File: config.mk
export PLATFORM = sky130hd
export DESIGN_NAME = fuse_pair_decoder
export DESIGN_NICKNAME = d
export VERILOG_FILES = /design/src/rtl/fuse_pkg.sv /design/src/rtl/fuse_slot_dec.sv /design/src/rtl/fuse_pair_match.sv /design/src/rtl/fuse_resolve.sv /design/src/rtl/fuse_pair_decoder.sv
export SDC_FILE = /design/constraint.sdc
export NUM_CORES = 1
export LEC_CHECK = 0
export ABC_CLOCK_PERIOD_IN_PS = 1850
export BUFFER_PORTS_ARGS = -buffer_cell sky130_fd_sc_hd__buf_2
export CAP_MARGIN = 10
export CORE_AREA = 2 2 141 143
export DETAILED_ROUTE_END_ITERATION = 7
export DIE_AREA = 0 0 143 145
export GPL_ROUTABILITY_DRIVEN = 1
export PLACE_DENSITY = 0.82
export SYNTH_ARGS = -nofsm -noshare
export SYNTH_HDL_FRONTEND = slang
export SYNTH_SLANG_ARGS = --single-unit
export TNS_END_PERCENT = 30
File: constraint.sdc
create_clock -name clk -period 1.85 [get_ports clk]
set_input_delay 0.2775 -clock clk [delete_from_list [all_inputs] [get_ports clk]]
set_output_delay 0.2775 -clock clk [all_outputs]
set_load 0.01 [all_outputs]
File: src/rtl/fuse_pkg.sv
package fuse_pkg;

  localparam int REG_W = 5;
  localparam int FOP_W = 4;
  localparam int OFS_W = 2;

  typedef enum logic [FOP_W-1:0] {
    FOP_NONE       = 4'd0,
    FOP_ZXW_SHL1   = 4'd1,
    FOP_ZXW_SHL2   = 4'd2,
    FOP_BYTE1_EXT  = 4'd3,
    FOP_SHL1_ADD   = 4'd4,
    FOP_SHL2_ADD   = 4'd5,
    FOP_SHL3_ADD   = 4'd6,
    FOP_SHL4_ADD   = 4'd7,
    FOP_SHR30_ADD  = 4'd8,
    FOP_SHR31_ADD  = 4'd9,
    FOP_SHR32_ADD  = 4'd10,
    FOP_LSB_ADD    = 4'd11,
    FOP_LSB_ADDW   = 4'd12,
    FOP_HIMASK_OR  = 4'd13
  } fop_e;

  typedef enum logic [2:0] {
    K_OTHER = 3'd0,
    K_SLLI  = 3'd1,
    K_SRLI  = 3'd2,
    K_ANDI  = 3'd3,
    K_ADD   = 3'd4,
    K_ADDW  = 3'd5,
    K_OR    = 3'd6
  } kind_e;

  typedef struct packed {
    kind_e            kind;
    logic [REG_W-1:0] rd;
    logic [REG_W-1:0] rs1;
    logic [REG_W-1:0] rs2;
    logic [11:0]      imm;
  } dec_t;

endpackage

File: src/rtl/fuse_slot_dec.sv
module fuse_slot_dec
  import fuse_pkg::*;
#(
  parameter int ILEN = 32
) (
  input  logic [ILEN-1:0] inst,
  output dec_t            d
);

  localparam logic [6:0] OPC_IMM  = 7'b0010011;
  localparam logic [6:0] OPC_REG  = 7'b0110011;
  localparam logic [6:0] OPC_REGW = 7'b0111011;

  logic [2:0] f3;
  logic [6:0] f7;

  assign f3 = inst[14:12];
  assign f7 = inst[31:25];

  always_comb begin
    d.kind = K_OTHER;
    d.rd   = inst[11:7];
    d.rs1  = inst[19:15];
    d.rs2  = inst[24:20];
    d.imm  = inst[31:20];
    case (inst[6:0])
      OPC_IMM: begin
        case (f3)
          3'b001:  if (inst[31:26] == 6'd0) d.kind = K_SLLI;
          3'b101:  if (inst[31:26] == 6'd0) d.kind = K_SRLI;
          3'b111:  d.kind = K_ANDI;
          default: d.kind = K_OTHER;
        endcase
      end
      OPC_REG: begin
        if (f7 == 7'd0) begin
          if (f3 == 3'b000)      d.kind = K_ADD;
          else if (f3 == 3'b110) d.kind = K_OR;
        end
      end
      OPC_REGW: begin
        if (f7 == 7'd0 && f3 == 3'b000) d.kind = K_ADDW;
      end
      default: d.kind = K_OTHER;
    endcase
  end

endmodule

File: src/rtl/fuse_pair_match.sv
module fuse_pair_match
  import fuse_pkg::*;
(
  input  kind_e            a_kind,
  input  logic [REG_W-1:0] a_rd,
  input  logic [REG_W-1:0] a_rs1,
  input  logic [11:0]      a_imm,
  input  dec_t             b,
  output logic             hit,
  output fop_e             fop,
  output logic [REG_W-1:0] src1,
  output logic [REG_W-1:0] src2,
  output logic [REG_W-1:0] dst
);

  localparam logic [11:0] IMM_LSB    = 12'd1;
  localparam logic [11:0] IMM_BYTE   = 12'd255;
  localparam logic [11:0] IMM_HIMASK = 12'hF00;

  logic       two_src;
  logic       regs_ok;
  logic [5:0] a_sh;
  logic [5:0] b_sh;

  assign a_sh    = a_imm[5:0];
  assign b_sh    = b.imm[5:0];
  assign two_src = (b.kind == K_ADD) || (b.kind == K_ADDW) || (b.kind == K_OR);
  assign regs_ok = (a_rd != '0) && (b.rd == a_rd) && (b.rs1 == a_rd) &&
                   !(two_src && (b.rs2 == a_rd));

  always_comb begin
    fop = FOP_NONE;
    case (a_kind)
      K_SLLI: begin
        if (b.kind == K_SRLI && a_sh == 6'd32) begin
          if (b_sh == 6'd31)      fop = FOP_ZXW_SHL1;
          else if (b_sh == 6'd30) fop = FOP_ZXW_SHL2;
        end else if (b.kind == K_ADD) begin
          case (a_sh)
            6'd1:    fop = FOP_SHL1_ADD;
            6'd2:    fop = FOP_SHL2_ADD;
            6'd3:    fop = FOP_SHL3_ADD;
            6'd4:    fop = FOP_SHL4_ADD;
            default: fop = FOP_NONE;
          endcase
        end
      end
      K_SRLI: begin
        if (b.kind == K_ANDI && a_sh == 6'd8 && b.imm == IMM_BYTE) begin
          fop = FOP_BYTE1_EXT;
        end else if (b.kind == K_ADD) begin
          case (a_sh)
            6'd30:   fop = FOP_SHR30_ADD;
            6'd31:   fop = FOP_SHR31_ADD;
            6'd32:   fop = FOP_SHR32_ADD;
            default: fop = FOP_NONE;
          endcase
        end
      end
      K_ANDI: begin
        if (a_imm == IMM_LSB) begin
          if (b.kind == K_ADD)       fop = FOP_LSB_ADD;
          else if (b.kind == K_ADDW) fop = FOP_LSB_ADDW;
        end else if (a_imm == IMM_HIMASK && b.kind == K_OR) begin
          fop = FOP_HIMASK_OR;
        end
      end
      default: fop = FOP_NONE;
    endcase
  end

  assign hit  = regs_ok && (fop != FOP_NONE);
  assign src1 = a_rs1;
  assign src2 = two_src ? b.rs2 : '0;
  assign dst  = a_rd;

endmodule

File: src/rtl/fuse_resolve.sv
module fuse_resolve #(
  parameter int SLOTS = 4
) (
  input  logic [SLOTS-1:0] valid,
  input  logic [SLOTS-1:0] hit,
  output logic [SLOTS-1:0] lead,
  output logic [SLOTS-1:0] keep
);

  logic [SLOTS:0] valid_x;
  assign valid_x = {1'b0, valid};

  always_comb begin
    logic consumed;
    consumed = 1'b0;
    lead     = '0;
    keep     = '0;
    for (int i = 0; i < SLOTS; i++) begin
      keep[i]  = valid_x[i] && !consumed;
      lead[i]  = keep[i] && valid_x[i+1] && hit[i];
      consumed = lead[i];
    end
  end

  always_comb begin
    for (int i = 0; i < SLOTS-1; i++) begin
      p_no_chain_r11: assert (!(lead[i] && lead[i+1]));
    end
  end

endmodule

File: src/rtl/fuse_pair_decoder.sv
module fuse_pair_decoder
  import fuse_pkg::*;
#(
  parameter int SLOTS = 4,
  parameter int ILEN  = 32
) (
  input  logic                         clk,
  input  logic                         rst_n,
  input  logic                         flush,
  input  logic [SLOTS-1:0]             in_valid,
  input  logic [SLOTS-1:0]             in_rvc,
  input  logic [SLOTS-1:0][ILEN-1:0]   in_inst,
  output logic [SLOTS-1:0]             out_valid,
  output logic [SLOTS-1:0]             out_fused,
  output logic [SLOTS-1:0][FOP_W-1:0]  out_fop,
  output logic [SLOTS-1:0][OFS_W-1:0]  out_ofs,
  output logic [SLOTS-1:0][REG_W-1:0]  out_src1,
  output logic [SLOTS-1:0][REG_W-1:0]  out_src2,
  output logic [SLOTS-1:0][REG_W-1:0]  out_dst,
  output logic [SLOTS-1:0][ILEN-1:0]   out_inst
);

  localparam int SYNC_STAGES = 2;

  logic [SYNC_STAGES-1:0] rst_pipe;
  logic                   rst_q;

  always_ff @(posedge clk or negedge rst_n) begin
    if (!rst_n) rst_pipe <= '0;
    else        rst_pipe <= {rst_pipe[SYNC_STAGES-2:0], 1'b1};
  end
  assign rst_q = rst_pipe[SYNC_STAGES-1];

  dec_t             dec      [SLOTS];
  logic [SLOTS-1:0] pair_hit;
  fop_e             pair_fop [SLOTS];
  logic [REG_W-1:0] pair_s1  [SLOTS];
  logic [REG_W-1:0] pair_s2  [SLOTS];
  logic [REG_W-1:0] pair_dst [SLOTS];
  logic [SLOTS-1:0] lead;
  logic [SLOTS-1:0] keep;
  logic [SLOTS:0]   rvc_x;

  assign rvc_x = {1'b0, in_rvc};

  for (genvar g = 0; g < SLOTS; g++) begin : g_slot
    fuse_slot_dec #(.ILEN(ILEN)) u_dec (
      .inst (in_inst[g]),
      .d    (dec[g])
    );
    if (g < SLOTS-1) begin : g_pair
      fuse_pair_match u_pm (
        .a_kind (dec[g].kind),
        .a_rd   (dec[g].rd),
        .a_rs1  (dec[g].rs1),
        .a_imm  (dec[g].imm),
        .b      (dec[g+1]),
        .hit    (pair_hit[g]),
        .fop    (pair_fop[g]),
        .src1   (pair_s1[g]),
        .src2   (pair_s2[g]),
        .dst    (pair_dst[g])
      );
    end else begin : g_tail
      assign pair_hit[g] = 1'b0;
      assign pair_fop[g] = FOP_NONE;
      assign pair_s1[g]  = '0;
      assign pair_s2[g]  = '0;
      assign pair_dst[g] = '0;
    end
  end

  fuse_resolve #(.SLOTS(SLOTS)) u_res (
    .valid (in_valid),
    .hit   (pair_hit),
    .lead  (lead),
    .keep  (keep)
  );

  // next-state
  logic [SLOTS-1:0]            nx_valid;
  logic [SLOTS-1:0]            nx_fused;
  logic [SLOTS-1:0][FOP_W-1:0] nx_fop;
  logic [SLOTS-1:0][OFS_W-1:0] nx_ofs;
  logic [SLOTS-1:0][REG_W-1:0] nx_s1;
  logic [SLOTS-1:0][REG_W-1:0] nx_s2;
  logic [SLOTS-1:0][REG_W-1:0] nx_dst;
  logic                        load_data;

  assign load_data = |in_valid;

  always_comb begin
    for (int i = 0; i < SLOTS; i++) begin
      nx_valid[i] = !flush && keep[i];
      nx_fused[i] = !flush && lead[i];
      nx_fop[i]   = nx_fused[i] ? pair_fop[i] : FOP_NONE;
      nx_ofs[i]   = nx_fused[i] ? {rvc_x[i], rvc_x[i+1]} : '0;
      nx_s1[i]    = lead[i] ? pair_s1[i]  : dec[i].rs1;
      nx_s2[i]    = lead[i] ? pair_s2[i]  : dec[i].rs2;
      nx_dst[i]   = lead[i] ? pair_dst[i] : dec[i].rd;
    end
  end

  // registers
  always_ff @(posedge clk or negedge rst_q) begin
    if (!rst_q) begin
      out_valid <= '0;
      out_fused <= '0;
      out_fop   <= '0;
      out_ofs   <= '0;
    end else begin
      out_valid <= nx_valid;
      out_fused <= nx_fused;
      out_fop   <= nx_fop;
      out_ofs   <= nx_ofs;
    end
  end

  always_ff @(posedge clk) begin
    if (load_data) begin
      out_src1 <= nx_s1;
      out_src2 <= nx_s2;
      out_dst  <= nx_dst;
      out_inst <= in_inst;
    end
  end

  // assertions
  p_flush_clears_r3: assert property (@(posedge clk) disable iff (!rst_q)
    flush |=> (out_valid == '0 && out_fused == '0));

  for (genvar a = 0; a < SLOTS; a++) begin : g_chk
    p_fused_live_r10: assert property (@(posedge clk) disable iff (!rst_q)
      out_fused[a] |-> (out_valid[a] && out_fop[a] != '0));
    p_idle_fields_r13: assert property (@(posedge clk) disable iff (!rst_q)
      !out_fused[a] |-> (out_ofs[a] == '0 && out_fop[a] == '0));
    if (a < SLOTS-1) begin : g_drop
      p_tail_dropped_r10: assert property (@(posedge clk) disable iff (!rst_q)
        out_fused[a] |-> !out_valid[a+1]);
    end
  end

endmodule

==> qor.txt <==
part of the power in registers: 48.0%
final count of pins violating max slew: 0
R2R Path End: out_fused[0]
Yosys reg bits: 170
Post-Route Utilization: 65.8%
Startpoint Class: primary input
Fin. Hold Viols: 0
Cell Area, Synth: 8240 um2
most frequent cells after synthesis: 143 x edfxtp_1, 54 x buf_4, 50 x nand2_1
largest net degree at the start of global routing: 82
Worst Path Required: 2.04 ns
Reg-to-Reg Start: rst_pipe[1]
worst hold-check path type: primary input to flop
CP Capture Type: flop
RSZ-0062 raised after global routing: true
clock buffer depth: 2
GRT overflow: 0
vias per cell: 5.30
violated checks: setup timing
DRC errors left: 0
Peak supply drop: 0.612 mV
cells on worst reg2reg path: 1
Port Buffers: 351
Root Buffer: clkbuf_16
Mean Syn Cell Area: 12.4 um2
slowest cell delay on critical path: 0.55 ns
CP Cell Sequence: buf_6, or4_4, or4b_4, a211oi_4, buf_6, nor4b_4, a2111oi_4, a41oi_2, and3_4, mux2i_1
die width: 143 um
GP Congestion: 0.923
worst hold path depth: 1
drt pass-1 iters: 5
top cell type by total area after synthesis: edfxtp_1
Clk Latency, worst-skew pair: 0.43 ns
first-pass GRT wire length: 43.1 mm
vias: 7936
Reg clk slew, reported paths: 0.07 ns
Pint: 6.92 mW
Area Overhead vs Synth: 53.2%
Ys Warns: 0
share of cells above drive strength 1: 56.6%
Die ar.: 20700 um2
fmax: 402 MHz
CP Class: primary input to flop
cell repeated most along the worst path: buf_6
Final Total Pwr: 9.35 mW
final worst-path cycle share: 135%
dpl cells: 1453
Synth area leaders: edfxtp_1 52%, dfrtp_1 8.2%, buf_4 4.9%
Final setup viols: 39
placement row count: 51
slowest CP cell: or4_4
Hold EP: out_inst[124]
clk_skew: 0.00700 ns
post-synth cell types: 79
outcome: finished, violations left
Final Cell Area: 12600 um2
DP HPWL: 22.6 mm
Switching Share: 26.0%
final WL: 28.6 mm
P_sw: 2.44 mW
Arr. time, crit path: 2.68 ns
post-synthesis cell count: 667
PwrDens: 740 nW/um2
Final nets: 1357
Core ar.: 19200 um2
Global Route Usage Sum: 27.1%
Max-Cap Viols: 0
num ports: 359
combinational share of power: 14.8%
Post-synth EDFFs: 143
share of the yosys chip area belonging to registers: 60.3%
htree depth: 4
initial antenna violation count: 0
PnR worst setup slack: -0.641 ns
DRT antenna net count: 0
non-filler cells, final: 1496
post-synth top area share: 52.1%
die height: 145 um
Async S/R FF share, synth: 15.9%
drt first-iter violations: 565
crit-path max FO: 6
wire per inst: 19.1 um
hold path startpoint: in_inst[124]
Final min period: 2.49 ns
Initial Util: 42.9%
CTS tree: yes
worst reg-to-reg setup slack: 1.31 ns
top-count cell post-synth: edfxtp_1
Leak Pwr: 5.59 nW
vias in the first global route: 8051
clk sink count: 170
most common flop cell mapped by yosys: edfxtp_1
total CTS buffers: 17
Antenna diodes: 0
DP Area: 11700 um2
Clk pwr share: 37.1%
Critical Path Source: in_inst[124]
-- cell usage in the layout, fill, tap and decap left out, types with 5 or more instances in the layout --
master | netlist | layout
inv_1 | 12 | 11
nor2b_1 | 7 | 7
nand3_1 | 22 | 21
nor2_1 | 35 | 32
a21oi_1 | 9 | 9
nand2b_1 | 6 | 6
clkbuf_16 | 0 | 17
nor4_1 | 27 | 20
buf_6 | 1 | 6
or3_1 | 12 | 12
and2_1 | 7 | 7
nor4bb_1 | 6 | 5
nor3_1 | 24 | 20
and4_1 | 7 | 7
or2_2 | 7 | 5
and3_1 | 10 | 9
o21ai_0 | 16 | 16
a32oi_1 | 5 | 5
dfrtp_1 | 27 | 27
nand4_1 | 22 | 22
xor2_1 | 13 | 13
o32ai_1 | 7 | 6
buf_4 | 54 | 238
buf_2 | 3 | 350
conb_1 | 2 | 8
nor4_4 | 2 | 5
nor4_2 | 2 | 6
mux2i_1 | 6 | 6
edfxtp_1 | 143 | 143
xnor2_1 | 7 | 7
inv_6 | 0 | 5
nand2_1 | 50 | 50
-- logic make-up (layout without fill, tap and decap cells) --
family	Yosys count	after routing	synth area share [%]
AO/OA/AOI/OAI	93	93	8.80
buffers and inverters	84	642	6.42
AND/OR/NAND/NOR	292	292	21.5
XOR/XNOR	20	20	2.13
other	2	8	0.0911
multiplexers	6	6	0.729
flip-flops	170	170	60.3
-- worst max-delay path, delay by kind of cell --
family	cells	cell delay [ns]
buffers and inverters	2	0.24
muxes	1	0.12
AOI/OAI and AO/OA	3	0.69
and+or+nand+nor	4	1.34
-- power by group through the flow --
stage | Sequential, mW | Combinational [mW] | Clock (mW)
2_1_floorplan | 4.72 | 0.389 | 0
3_3_place_gp | 4.57 | 1.32 | 0
3_5_place_dp | 4.57 | 1.35 | 0
4_1_cts | 4.49 | 1.37 | 3.50
5_1_grt | 4.52 | 1.48 | 3.64
6_report | 4.49 | 1.39 | 3.47
-- area by class of cell --
type                            count  area (um2)
Fill cell                        1438        6580
Sequential cell                   170        4970
Timing Repair Buffer              598        3680
Multi-Input combinational cell    419        3040
Clock buffer                       18         429
Tap cell                          265         332
Clock inverter                     14         134
Inverter                           12        45.0
-- worst max path at each step --
stage,endpoint,depth (start not counted)
after floorplan,out_src2[10],9
after global placement,out_src2[13],10
after detailed placement,out_src2[13],10
after CTS,out_fused[2],11
after global routing,out_src2[13],9
final,out_src2[12],10
-- routing by layer --
metal | part of all wire (%) | global-route usage, % | up-vias
li1 | - | - | 3660
met1 | 39 | 32.6 | 3825
met2 | 51 | 47.9 | 384
met3 | 6.9 | 5.48 | 67
met4 | 3.0 | 9.26 | 0
met5 | 0 | 0 | -
-- registers in the layout, indices dropped and copies added (netlist names) --
name and cells:
out_inst 104, out_src2 15, out_dst 12, out_fop 12, out_src1 12, out_ofs 6, out_valid 4, out_fused 3
rst_pipe 2
-- metrics by stage --
step | TNS, ns | setup slack [ns] | hold WS (ns)
2_1_floorplan | -21.83 | -0.944 | -0.0181
3_3_place_gp | -34.86 | -1.25 | 0.0658
3_5_place_dp | -36.22 | -1.27 | 0.0646
4_1_cts | -14.32 | -0.596 | 0.00165
5_1_grt | -19.06 | -0.710 | 0.00603
6_report | -14.93 | -0.641 | 0.0128
-- what timing repair did --
action / CTS / global route
setup endpoints to repair: 39 / 39
pin swaps: 6 / 12
endpoints found under the hold margin: 2 / 0
gates resized for setup: 21 / 33
buffers inserted: 3 / 8
hold buffers: 1 / 0
(Power assumes the default switching activity.)
